## config.mk

```make
export PLATFORM = sky130hd
export DESIGN_NAME = zone_guard
export DESIGN_NICKNAME = d
export VERILOG_FILES = /design/src/rtl/zone_guard_pkg.sv /design/src/rtl/zone_cfg_regs.sv /design/src/rtl/zone_match.sv /design/src/rtl/access_decide.sv /design/src/rtl/zone_guard.sv
export SDC_FILE = /design/constraint.sdc
export NUM_CORES = 1
export LEC_CHECK = 0
export CORE_AREA = 2 2 215 302
export DETAILED_ROUTE_END_ITERATION = 6
export DIE_AREA = 0 0 217 304
export GPL_TIMING_DRIVEN = 1
export PLACE_DENSITY_LB_ADDON = 0.3
export SLEW_MARGIN = 20
export SYNTH_ARGS = -nofsm -noshare
export SYNTH_HDL_FRONTEND = slang
export SYNTH_SLANG_ARGS = --single-unit
```

## constraint.sdc

```tcl
create_clock -name clk -period 3.65 [get_ports clk]
set_clock_uncertainty 0.05 [all_clocks]
set_input_delay 0.73 -clock clk [delete_from_list [all_inputs] [get_ports clk]]
set_output_delay 0.73 -clock clk [all_outputs]
set_load 0.02 [all_outputs]
```

## src/rtl/zone_guard_pkg.sv

```systemverilog
package zone_guard_pkg;

  typedef enum logic [1:0] {
    ZM_RW     = 2'b00,
    ZM_RO     = 2'b01,
    ZM_HIDDEN = 2'b10,
    ZM_RSVD   = 2'b11
  } zone_mode_e;

  typedef enum logic [2:0] {
    OP_UNLOCK = 3'd0,
    OP_LOCK   = 3'd1,
    OP_BASE   = 3'd2,
    OP_LIMIT  = 3'd3,
    OP_MODE   = 3'd4,
    OP_KEY    = 3'd5,
    OP_PINFN  = 3'd6,
    OP_NONE   = 3'd7
  } cfg_op_e;

endpackage

```

## src/rtl/zone_cfg_regs.sv

```systemverilog
module zone_cfg_regs
  import zone_guard_pkg::*;
#(
  parameter int NZONE  = 4,
  parameter int ADDR_W = 32,
  parameter int ZSEL_W = 2
) (
  input  logic              clk,
  input  logic              rst_n,
  input  logic              cfg_valid,
  input  logic [2:0]        cfg_op,
  input  logic [ZSEL_W-1:0] cfg_zone,
  input  logic [ADDR_W-1:0] cfg_wdata,
  output logic [ADDR_W-1:0] base_o   [NZONE],
  output logic [ADDR_W-1:0] limit_o  [NZONE],
  output zone_mode_e        mode_o   [NZONE],
  output logic [NZONE-1:0]  unlocked_o,
  output logic              pin_pd_o,
  output logic              pw_err_o
);

  logic [ADDR_W-1:0] key_q [NZONE];
  logic              zone_ok;
  logic              key_hit;
  cfg_op_e           op;

  assign op      = cfg_op_e'(cfg_op);
  assign zone_ok = (int'(cfg_zone) < NZONE);
  assign key_hit = zone_ok && (cfg_wdata == key_q[cfg_zone]);

  // per-window settings, one update path per window
  always_ff @(posedge clk or negedge rst_n) begin
    if (!rst_n) begin
      for (int z = 0; z < NZONE; z++) begin
        base_o[z]     <= '1;
        limit_o[z]    <= '0;
        mode_o[z]     <= ZM_RW;
        key_q[z]      <= '0;
        unlocked_o[z] <= 1'b0;
      end
    end else if (cfg_valid) begin
      for (int z = 0; z < NZONE; z++) begin
        if (int'(cfg_zone) == z) begin
          case (op)
            OP_UNLOCK: unlocked_o[z] <= (cfg_wdata == key_q[z]);
            OP_LOCK:   unlocked_o[z] <= 1'b0;
            OP_BASE:   if (unlocked_o[z]) base_o[z]  <= cfg_wdata;
            OP_LIMIT:  if (unlocked_o[z]) limit_o[z] <= cfg_wdata;
            OP_MODE:   if (unlocked_o[z]) mode_o[z]  <= zone_mode_e'(cfg_wdata[1:0]);
            OP_KEY:    if (unlocked_o[z]) key_q[z]   <= cfg_wdata;
            default: ;
          endcase
        end
      end
    end
  end

  // shared pin function and unlock error flag
  always_ff @(posedge clk or negedge rst_n) begin
    if (!rst_n) begin
      pin_pd_o <= 1'b0;
      pw_err_o <= 1'b0;
    end else if (cfg_valid) begin
      if (op == OP_PINFN) pin_pd_o <= cfg_wdata[0];
      if (op == OP_UNLOCK && zone_ok) pw_err_o <= !key_hit;
    end
  end

endmodule

```

## src/rtl/zone_match.sv

```systemverilog
module zone_match
  import zone_guard_pkg::*;
#(
  parameter int NZONE  = 4,
  parameter int ADDR_W = 32,
  parameter int CNT_W  = 16
) (
  input  logic [ADDR_W-1:0] lba,
  input  logic [CNT_W-1:0]  count,
  input  logic [ADDR_W-1:0] base_i  [NZONE],
  input  logic [ADDR_W-1:0] limit_i [NZONE],
  input  zone_mode_e        mode_i  [NZONE],
  output logic              hit_hidden,
  output logic              hit_ro
);

  localparam int EXT_W = ADDR_W + 1;

  logic [CNT_W-1:0] cnt_eff;
  logic [EXT_W-1:0] first_x;
  logic [EXT_W-1:0] last_x;
  logic [NZONE-1:0] overlap;
  logic [NZONE-1:0] is_hidden;
  logic [NZONE-1:0] is_ro;

  assign cnt_eff = (count == '0) ? CNT_W'(1) : count;
  assign first_x = {1'b0, lba};
  assign last_x  = first_x + EXT_W'(cnt_eff) - EXT_W'(1);

  for (genvar z = 0; z < NZONE; z++) begin : g_zone
    logic [EXT_W-1:0] lo_x;
    logic [EXT_W-1:0] hi_x;
    assign lo_x         = {1'b0, base_i[z]};
    assign hi_x         = {1'b0, limit_i[z]};
    assign overlap[z]   = (lo_x <= hi_x) && (last_x >= lo_x) && (first_x <= hi_x);
    assign is_hidden[z] = (mode_i[z] == ZM_HIDDEN) || (mode_i[z] == ZM_RSVD);
    assign is_ro[z]     = (mode_i[z] == ZM_RO);
  end

  assign hit_hidden = |(overlap & is_hidden);
  assign hit_ro     = |(overlap & is_ro);

endmodule

```

## src/rtl/access_decide.sv

```systemverilog
module access_decide (
  input  logic is_write,
  input  logic hit_hidden,
  input  logic hit_ro,
  input  logic pin_pd,
  input  logic pin_level,
  output logic deny,
  output logic pd_req
);

  logic wp_active;

  assign wp_active = !pin_pd && pin_level;
  assign deny      = hit_hidden || (is_write && (hit_ro || wp_active));
  assign pd_req    = pin_pd && pin_level;

endmodule

```

## src/rtl/zone_guard.sv

```systemverilog
module zone_guard
  import zone_guard_pkg::*;
#(
  parameter int NZONE  = 4,
  parameter int ADDR_W = 32,
  parameter int CNT_W  = 16,
  localparam int ZSEL_W = (NZONE > 1) ? $clog2(NZONE) : 1
) (
  input  logic              clk,
  input  logic              rst_n,
  input  logic              cfg_valid,
  input  logic [2:0]        cfg_op,
  input  logic [ZSEL_W-1:0] cfg_zone,
  input  logic [ADDR_W-1:0] cfg_wdata,
  output logic              pw_err,
  input  logic              wppd_in,
  output logic              pd_req,
  input  logic              req_valid,
  output logic              req_ready,
  input  logic              req_write,
  input  logic [ADDR_W-1:0] req_lba,
  input  logic [CNT_W-1:0]  req_count,
  output logic              rsp_valid,
  input  logic              rsp_ready,
  output logic              rsp_allow,
  output logic              rsp_abort
);

  logic [ADDR_W-1:0] base_w  [NZONE];
  logic [ADDR_W-1:0] limit_w [NZONE];
  zone_mode_e        mode_w  [NZONE];
  logic [NZONE-1:0]  unlocked_w;
  logic              pin_pd_w;
  logic              hit_hidden_w;
  logic              hit_ro_w;
  logic              deny_w;
  logic              accept;

  zone_cfg_regs #(.NZONE(NZONE), .ADDR_W(ADDR_W), .ZSEL_W(ZSEL_W)) u_cfg (
    .clk        (clk),
    .rst_n      (rst_n),
    .cfg_valid  (cfg_valid),
    .cfg_op     (cfg_op),
    .cfg_zone   (cfg_zone),
    .cfg_wdata  (cfg_wdata),
    .base_o     (base_w),
    .limit_o    (limit_w),
    .mode_o     (mode_w),
    .unlocked_o (unlocked_w),
    .pin_pd_o   (pin_pd_w),
    .pw_err_o   (pw_err)
  );

  zone_match #(.NZONE(NZONE), .ADDR_W(ADDR_W), .CNT_W(CNT_W)) u_match (
    .lba        (req_lba),
    .count      (req_count),
    .base_i     (base_w),
    .limit_i    (limit_w),
    .mode_i     (mode_w),
    .hit_hidden (hit_hidden_w),
    .hit_ro     (hit_ro_w)
  );

  access_decide u_decide (
    .is_write   (req_write),
    .hit_hidden (hit_hidden_w),
    .hit_ro     (hit_ro_w),
    .pin_pd     (pin_pd_w),
    .pin_level  (wppd_in),
    .deny       (deny_w),
    .pd_req     (pd_req)
  );

  assign req_ready = !rsp_valid || rsp_ready;
  assign accept    = req_valid && req_ready;

  always_ff @(posedge clk or negedge rst_n) begin
    if (!rst_n) begin
      rsp_valid <= 1'b0;
      rsp_allow <= 1'b0;
      rsp_abort <= 1'b0;
    end else if (accept) begin
      rsp_valid <= 1'b1;
      rsp_allow <= !deny_w;
      rsp_abort <= deny_w;
    end else if (rsp_ready) begin
      rsp_valid <= 1'b0;
      rsp_allow <= 1'b0;
      rsp_abort <= 1'b0;
    end
  end

endmodule

```

# Word-level counts from Yosys, hierarchy flattened
# Cells that the tools add are included.
[op_classes] mux=12 eq_ne=26 n_lt_le_gt_ge=13 n_bitwise=3 n_reduce_logical=52 add_sub_neg=2
[ops] cell="32-bit less-or-equal comparator" n=8
[ops] cell="32-bit equality test" n=5
[ops] cell="33-bit by 32-bit greater-or-equal comparator with 1-bit output" n=4
[ops] cell="32-bit binary-select mux with 2-bit select" n=1
[ops] cell="32-bit 2-to-1 mux" n=2
[ops] cell="4-bit AND reduction" n=16
[ops] cell="32-bit by 16-bit adder with 33-bit output" n=1
[ops] cell="33-bit by 1-bit subtractor with 33-bit output, second input constant" n=1
[ops] cell="2-bit equality test, second input constant" n=10
[ops] cell="16-bit logical NOT" n=1
[ops] cell="16-bit 2-to-1 mux" n=1
[ops] cell="1-bit logical AND" n=12
[ops] cell="3-bit AND reduction" n=4
[ops] cell="2-bit by 1-bit equality test with 1-bit output, second input constant" n=5
[ops] cell="3-bit equality test, second input constant" n=3
[ops] cell="4-bit bitwise AND" n=2
[ops] cell="1-bit case mux with 2 select lines" n=4
[ops] cell="4-bit OR reduction" n=2
[ops] cell="1-bit logical OR" n=7
[ops] cell="3-bit by 2-bit equality test with 1-bit output, second input constant" n=2
[ops] cell="1-bit logical NOT" n=4
[ops] cell="1-bit 2-to-1 mux" n=4
[ops] cell="2-bit AND reduction" n=2
[ops] cell="2-bit nonzero test" n=2
[ops] cell="5 further kinds" n=5
[totals] word_cells=133 out_inout_bits=6 in_bits=92 reg_bits=401

# Depth between registers and ports, before layout
# Gate-level depths: netlist of run 1.
[logic_depth] word_depth=14 mapped_depth=25 mapped_depth_nobuf=25

# Hierarchy
# A second synthesis of run 1 with hierarchy kept.
[unflattened] cells_unflattened=2778 area_unflattened_um2=29425.7
[by_module_without_submodules] module="zone_cfg_regs" area_per_inst_um2=17902.2 n_inst=1 seq_area_each_um2=10119.7 cells_per_inst=1230
[by_module_without_submodules] module="zone_match" area_per_inst_um2=11349.6 n_inst=1 seq_area_each_um2=0.0 cells_per_inst=1531
[by_module_without_submodules] module="zone_guard" area_per_inst_um2=150.1 n_inst=1 seq_area_each_um2=75.1 cells_per_inst=13
[by_module_without_submodules] module="access_decide" area_per_inst_um2=23.8 n_inst=1 seq_area_each_um2=0.0 cells_per_inst=4

# Least setup slack after synthesis of run 1
# No wires, ideal clock.
[synth_timing] path_kind="input to register" startpoint="in req_count[13]" endpoint="reg rsp_abort" path_stages=25 setup_ns=0.118 arrival_time_ns=5.139 path_slack_ns=-1.658 path_buffers=0 t_required_ns=3.482 path_cell_list="nor3_1 -> a41oi_1 -> ha_1 -> inv_1 -> ha_1 -> fa_1 -> a211oi_1 -> o21ai_1 -> o211ai_1 -> a311oi_1 -> a211o_1 -> a21o_1 -> a21o_1 -> a21oi_1 -> xnor2_1 -> ha_1 -> a31oi_1 -> nor2b_1 -> o31a_1 -> o21a_1 -> o21ai_0 -> a22oi_1 -> a32oi_1 -> a41oi_1 -> a21o_1"
[synth_via] elab_chain_len=13 elab_cells_between_ends=24 cone_classes="add/sub: 2; order compare: 4; mux: 2; bitwise: 2; reduce/logical: 14"
[synth_rtl] item="start, declared" line_no="zone_guard.sv:22" text="input logic [CNT_W-1:0] req_count,"
[synth_rtl] item="16-bit logical NOT" line_no="zone_match.sv:26" text="assign cnt_eff = (count == '0) ? CNT_W'(1) : count;"
[synth_rtl] item="16-bit 2-to-1 mux (*)" line_no="zone_match.sv:26"
[synth_rtl] item="32-bit by 16-bit adder with 33-bit output (*)" line_no="zone_match.sv:28" text="assign last_x = first_x + EXT_W'(cnt_eff) - EXT_W'(1);"
[synth_rtl] item="33-bit by 1-bit subtractor with 33-bit output (*)" line_no="zone_match.sv:28"
[synth_rtl] item="33-bit by 32-bit greater-or-equal comparator with 1-bit output" line_no="zone_match.sv:35" text="assign overlap[z] = (lo_x <= hi_x) && (last_x >= lo_x) && (first_x <= hi_x);"
[synth_rtl] item="1-bit logical AND (2 in series)" line_no="zone_match.sv:35"
[synth_rtl] item="4-bit bitwise AND" line_no="zone_match.sv:41" text="assign hit_ro = |(overlap & is_ro);"
[synth_rtl] item="4-bit OR reduction" line_no="zone_match.sv:41"
[synth_rtl] item="1-bit logical OR" line_no="access_decide.sv:14" text="assign deny = hit_hidden || (is_write && (hit_ro || wp_active));"
[synth_rtl] item="1-bit logical AND" line_no="access_decide.sv:14"
[synth_rtl] item="1-bit logical OR (*)" line_no="access_decide.sv:14"
[synth_rtl] item="1-bit 2-to-1 mux (*)" line_no="zone_guard.sv:82" text="end else if (accept) begin"
[synth_rtl] item="end signal, assigned" line_no="zone_guard.sv:85" text="rsp_abort <= deny_w;"
[synth_rtl] item="end, declared" line_no="zone_guard.sv:26" text="output logic rsp_abort"
# Every way passes the cells marked *; elsewhere a longest branch is shown, timed or not.
# A chain may end at the register's enable or synchronous reset.

# Final worst setup path of run 1
[layout_timing] startpoint="in req_count[10]" endpoint="reg rsp_abort"
# The elaborated chain is that of the path after synthesis.

==> reports/qor.txt, run 1 <==
Fill count -> 5,668
Library cells used by synthesis -> 71
Post-Synth Adder-Cell Area -> 0.1876
Clock Tree Buf Depth -> 3
Worst IR Drop VDD -> 0.3645 mV
Layout cell share with drive strength beyond 1 -> 0.2725
Mapped cell area -> 0.02885 mm^2
FMAX -> 197.9 MHz
Register area share after synthesis -> 0.3534
All-layer global routing usage -> 0.3042
CP Max Fanout -> 3
Drt first pass iters -> 5
Gate Count Post-Synth -> 2,916
Global placement routability congestion -> 0.9790
Avg WL per Cell -> 24.02 um
Initial core utilization -> 0.4537
Die height -> 304 um
Hpwl dp -> 79.67 mm
Async set-reset flop share out of synthesis -> 1.000
Final Hold Vio Count -> 0
Max Cap Violations -> 0
Clock latency on the worst-skew pair -> 0.60 ns
Fin crit period -> 5.054 ns
Mapped Nets -> 3,440
Worst rel slew slack -> 0.4182
Status -> finished with violations
Initial antenna violation count -> 4
Initial DRC count -> 1,318
Root Driver -> clkbuf_16
RSZ-0062 raised after global routing -> true
Setup WS pre-CTS -> -2.677 ns
DR DRC count -> 0
Top FF cell, synth -> dfrtp_1
Crit path kind -> input pin to flip-flop
Seq cells post-synth -> 401
Design Power -> 12.08 mW
Rows -> 110
Nets@finish -> 3,793
H-tree depth -> 2
Multiplexer share of the synthesized area -> 0.1182
Critical R2R Launch -> u_cfg.base_o[2]
Largest family of logic cells by synthesized area -> adder cells
Final ANT Viol Nets -> 0
Failing checks -> setup timing
Via count -> 23,485
CTS Sinks -> 401
Setup WS post-layout -> -1.404 ns
Crit path from -> req_count[10]
Compound-Gate Fraction of Synth Area -> 0.1290
Num CTS Buffers -> 43
Setup_tns -> -2.765 ns
Worst path arrival time -> 5.47 ns
Syn-to-layout area delta -> 21.24%
GRT overflow -> 0
DR vias/cell -> 5.667
Final worst path period share -> 1.385
Largest net degree at the start of global routing -> 77
Synth Warn # -> 0
Worst-path clk slew -> 0.06 ns
Vias in the first global route -> 24,881
Pwr dens -> 345.4 mW/mm^2
Post-synthesis simple-gate area fraction -> 0.09139
Critical path required time -> 4.07 ns
Slew of the pin with the lowest slew margin -> 0.8698 ns
# port buffers -> 97
Hold Crit Class -> input pin to async pin
CP Capture Type -> flip-flop
CTS tree -> yes
First-pass GRT wire length -> 150.9 mm
# setup viols final -> 2
DRT Wirelength -> 99.55 mm
Leak pwr -> 17.83 nW
Num ports -> 98
Die Area -> 0.06597 mm^2
Crit start category -> input pin
XOR/XNOR Fraction of Synth Area -> 0.05708
Post-layout util -> 0.5500
Mean Syn Cell Area -> 9.893 um^2
Die span in x -> 217 um
Slew Viols, Final -> 0
EDFF count, synth -> 0
Core area -> 0.06359 mm^2
[synthesized netlist by cell type, types with 51 or more instances]
cell / n / area share
nand4_1: 80 / 0.017
o21ai_0: 225 / 0.039
inv_1: 358 / 0.047
mux2_2: 238 / 0.093
xor2_1: 149 / 0.045
dfstp_2: 128 / 0.12
nor4_1: 51 / 0.011
nor2_1: 62 / 0.0081
nand2_1: 221 / 0.029
clkbuf_1: 102 / 0.013
dfrtp_1: 273 / 0.24
a21oi_1: 133 / 0.023
a21o_1: 95 / 0.025
ha_1: 431 / 0.19
[path summary, 6_finish.rpt]
check                                     to  slack, ns  cells after the start
max                                rsp_abort      -1.40                     26
min                        u_cfg.limit_o[31]       0.08                      1
max reg2reg                        rsp_abort       0.14                     13
min reg2reg                  u_cfg.mode_o[5]       0.46                      1
max in group asynchronous   u_cfg.base_o[13]       2.50                      2
min in group clk             u_cfg.mode_o[5]       0.46                      1
[stage by stage]
| stage | hold WS [ns] | instances | area (um^2) |
|---|---|---|---|
| 3_3_place_gp | 0.4400 | 4056 | 33160 |
| 4_1_cts | 0.1017 | 4143 | 34930 |
| 3_5_place_dp | 0.4442 | 4056 | 33160 |
| 5_1_grt | 0.1241 | 4143 | 34970 |
| 2_1_floorplan | 0.3844 | 2916 | 28940 |
| 6_report | 0.08010 | 4144 | 34970 |
[layer usage]
layer,global-route usage,up-vias,part of all wire
met5,0,-,0.00011
met3,0.03488,292,0.037
met1,0.3417,11565,0.38
met2,0.5238,633,0.49
met4,0.2353,2,0.094
li1,-,10993,-
[cell families after synthesis]
group / count (synthesis)
DFF: 401
buffers and inverters: 482
muxes: 271
adders and majority gates: 432
xor gates and xnor gates: 188
AOI/OAI and AO/OA: 599
and+or+nand+nor: 543
[registers in the layout, indices dropped and copies added (netlist names)]
signal            count
u_cfg.base_o        128
u_cfg.key_q         128
u_cfg.limit_o       128
u_cfg.mode_o          8
u_cfg.unlocked_o      4
rsp_abort             1
rsp_allow             1
rsp_valid             1
u_cfg.pin_pd_o        1
u_cfg.pw_err_o        1
[power breakdown]
part | internal, mW | switching [mW] | leakage, nW
sequential | 4.46 | 0.00842 | 4.48
combinational | 1.30 | 1.54 | 12.6
clock | 2.83 | 1.94 | 0.735
total | 8.59 | 3.49 | 17.8
[critical path, stage by stage]
cell      delay, ns
buf_8          0.10
nor4_4         0.33
a41oi_2        0.20
ha_4           0.20
inv_2          0.05
ha_4           0.14
a211oi_2       0.07
o211a_1        0.27
o31ai_4        0.32
a21oi_2        0.11
o21a_4         0.25
o31ai_4        0.28
nand2_2        0.12
and4b_1        0.20
a311oi_2       0.25
buf_4          0.17
ha_1           0.28
a21oi_1        0.17
nor2_1         0.06
nor3_1         0.15
o211a_1        0.16
o21ai_0        0.07
a21bo_2        0.23
a32oi_2        0.22
a41oi_2        0.14
a21o_1         0.18
[what timing repair did]
action	4_1_cts	5_1_grt
hold buffers	0	0
pin swaps	51	6
buffers inserted	9	0
endpoints found under the setup margin	2	2
gates resized for setup	141	8
[cells in the final DEF (no fill, tap or decap), types with 9 or more instances in the layout]
| cell | instances |
|---|---|
| o21ai_0 | 219 |
| o31ai_1 | 10 |
| clkbuf_1 | 10 |
| nor2_1 | 54 |
| buf_12 | 13 |
| a21o_1 | 95 |
| mux4_2 | 32 |
| dfrtp_1 | 273 |
| clkdlybuf4s50_1 | 67 |
| nor2b_1 | 23 |
| nor3_1 | 23 |
| a21oi_1 | 125 |
| a31oi_1 | 9 |
| clkbuf_8 | 11 |
| buf_2 | 9 |
| xor2_1 | 149 |
| dlygate4sd2_1 | 10 |
| dfstp_2 | 128 |
| a211oi_1 | 11 |
| nand2_1 | 221 |
| clkbuf_16 | 43 |
| nand3_1 | 38 |
| o21a_1 | 17 |
| nor4_1 | 46 |
| a2111oi_0 | 13 |
| ha_1 | 420 |
| o211ai_1 | 13 |
| nand4_1 | 80 |
| xnor2_1 | 35 |
| o21bai_1 | 9 |
| nand2b_1 | 9 |
| inv_1 | 350 |
| ha_4 | 10 |
| mux2_2 | 238 |
| buf_4 | 322 |
[area by class of cell]
class	count	area (um^2)	area share
Multi-Input combinational cell	2033	17240	0.4931
Sequential cell	401	10190	0.2915
Timing Repair Buffer	432	3631	0.1038
Inverter	358	1344	0.03842
Clock buffer	64	1265	0.03617
Tap cell	840	1051	0.03005
Clock inverter	15	241.5	0.006905
Antenna cell	1	2.502	0.00007155
Note: power is estimated with default switching activity, not from simulation.
==> run 2, diff against run 1 <==
- CTS_CLUSTER_DIAMETER: not set -> 150
- SKIP_LAST_GASP: not set -> 1
==> run 2 against run 1 <==
  * The run still ends with setup timing left
  * Flip-flop and latch count stayed put
  * Global-route usage stayed put
  * Die area stayed put
  * Sequential power hardly changed
  * First-iteration DRC count is 6.2% lower
  * Clock power hardly changed
  * Power hardly changed
  * Critical path type unchanged
  * Largest cell class unchanged
  * Non-clock buffer count stayed put
  * Hold slack worse by 0.0016 ns
  * Register-to-register slack hardly changed
==> reports/qor.txt, run 2 (synthesis results as in run 1) <==
Status -> finished with violations
Failing checks -> setup timing
Clock latency on the worst-skew pair -> 0.60 ns (about the same)
Max incr delay on CP -> 0.34 ns (about the same)
Final std cells w/o fill -> 4,144 (unchanged)
Most common cell after layout, fill and taps aside -> ha_1
Die height -> 304 um (unchanged)
Commonest non-fill, non-tap cells in the layout -> ha_1, inv_1, buf_4
Crit path kind -> input pin to flip-flop
Leak pwr -> 17.82 nW (about the same)
Largest net degree at the start of global routing -> 77 (unchanged)
Final Hold Vio Count -> 0 (unchanged)
Pwr dens -> 345.3 mW/mm^2 (about the same)
Largest regs -> u_cfg.base_o: 128 flops, u_cfg.key_q: 128 flops, u_cfg.limit_o: 128 flops
Root Driver -> clkbuf_16
Initial core utilization -> 0.4537 (unchanged)
Die span in x -> 217 um (unchanged)
Die Area -> 0.06597 mm^2 (unchanged)
DR DRC count -> 0 (unchanged)
Final worst path period share -> 1.388 (+0.003419)
FMAX -> 197.4 MHz (-0.25%)
Layout cell share with drive strength beyond 1 -> 0.2722 (-0.0003028)
Num ports -> 98 (unchanged)
CTS Sinks -> 401 (unchanged)
Worst path arrival time -> 5.49 ns (+0.02 ns)
Worst path slowest cell -> ha_1
All-layer global routing usage -> 0.3042 (unchanged)
Avg WL per Cell -> 24.01 um (about the same)
# setup viols final -> 2 (unchanged)
Syn-to-layout area delta -> 21.19% (about the same)
Final Hold Slack -> 0.07851 ns (-0.001590 ns)
Buf/Inv on CP -> 4 (+1)
Fin crit period -> 5.067 ns (+0.01248 ns)
Top delay family on crit path -> compound AO/OA/AOI/OAI gates
Clock Tree Buf Depth -> 3 (unchanged)
Rows -> 110 (unchanged)
Drt first pass iters -> 5 (unchanged)
First-pass GRT wire length -> 150.9 mm (unchanged)
Global placement routability congestion -> 0.9790 (unchanged)
CP Max Fanout -> 3 (unchanged)
Initial antenna violation count -> 4 (unchanged)
Worst-path clk slew -> 0.06 ns (about the same)
Num CTS Buffers -> 43 (unchanged)
Via count -> 23,529 (+0.19%)
H-tree depth -> 2 (unchanged)
Worst rel slew slack -> 0.4242 (+0.005977)
Placed cell count -> 4,056 (unchanged)
Nets@finish -> 3,793 (unchanged)
Core area -> 0.06359 mm^2 (unchanged)
CTS tree -> yes
DRT Wirelength -> 99.51 mm (about the same)
Slew of the pin with the lowest slew margin -> 0.8608 ns (-0.008936 ns)
Initial DRC count -> 1,236 (-6.2%)
Worst IR Drop VDD -> 0.3645 mV (about the same)
Final instance area -> 0.03496 mm^2 (about the same)
Post-placement cell area -> 0.03316 mm^2 (unchanged)
GRT overflow -> 0 (unchanged)
# port buffers -> 97 (unchanged)
Hold Crit Class -> input pin to async pin
RSZ-0062 raised after global routing -> true
Vias in the first global route -> 24,881 (unchanged)
Max Cap Violations -> 0 (unchanged)
Slew Viols, Final -> 0 (unchanged)
Critical path required time -> 4.07 ns (about the same)
Setup WS post-layout -> -1.417 ns (-0.01248 ns)
Crit start category -> input pin
Final ANT Viol Nets -> 0 (unchanged)
DR vias/cell -> 5.678 (+0.19%)
CP Capture Type -> flip-flop
Hpwl dp -> 79.67 mm (unchanged)
-- run 2: final timing paths --
check / startpoint / to / slack [ns] / cells after the start
max in group asynchronous: rst_n / u_cfg.base_o[13] / 2.51 / 2
worst max-delay path: req_count[8] / rsp_abort / -1.42 / 27
worst min register to register: u_cfg.mode_o[5] / u_cfg.mode_o[5] / 0.46 / 1
worst max register to register: u_cfg.base_o[2] / rsp_abort / 0.14 / 13
worst min-delay path: rst_n / u_cfg.limit_o[31] / 0.08 / 1
min in group clk: u_cfg.mode_o[5] / u_cfg.mode_o[5] / 0.46 / 1
-- run 2: routing by layer --
metal / up-vias / global-route usage / share of wire
met5: - / 0 / 0.00011
met4: 2 / 0.2353 / 0.094
met3: 290 / 0.03488 / 0.037
met2: 657 / 0.5238 / 0.49
met1: 11589 / 0.3417 / 0.38
li1: 10991 / - / -
-- run 2: cell type report --
class                   count  area, um^2
fillers                  5667       28630
multi-input cells        2033       17240
flip-flops and latches    401       10190
repair buffers            432        3621
inverters                 358        1344
clock buffers              64        1265
well taps                 840        1051
clock inverters            15       241.5
diodes                      1       2.502
-- run 2: where the power goes --
| group | internal, mW | switching, mW | leakage (nW) |
|---|---|---|---|
| Combinational | 1.30 | 1.54 | 12.6 |
| Sequential | 4.46 | 0.00820 | 4.48 |
| Clock | 2.83 | 1.94 | 0.735 |
-- run 2: what timing repair did --
action,in CTS,in global routing
hold buffers,0,0
buffers inserted,9,0
gates cloned,0,0
pin swaps,51,6
gates resized for setup,141,4
endpoints found under the setup margin,2,2
-- run 2: metrics by stage --
step                  util  power, mW  setup WS (ns)  setup TNS (ns)
finish              0.5498      12.07         -1.417          -2.775
global route        0.5498      12.59         -1.666          -3.271
CTS                 0.5493      12.14         -1.391          -2.711
detailed placement  0.5215      7.262         -2.677          -5.286
global placement    0.5215      7.203         -2.625          -5.162
floorplan                -      5.881         -1.419          -2.752
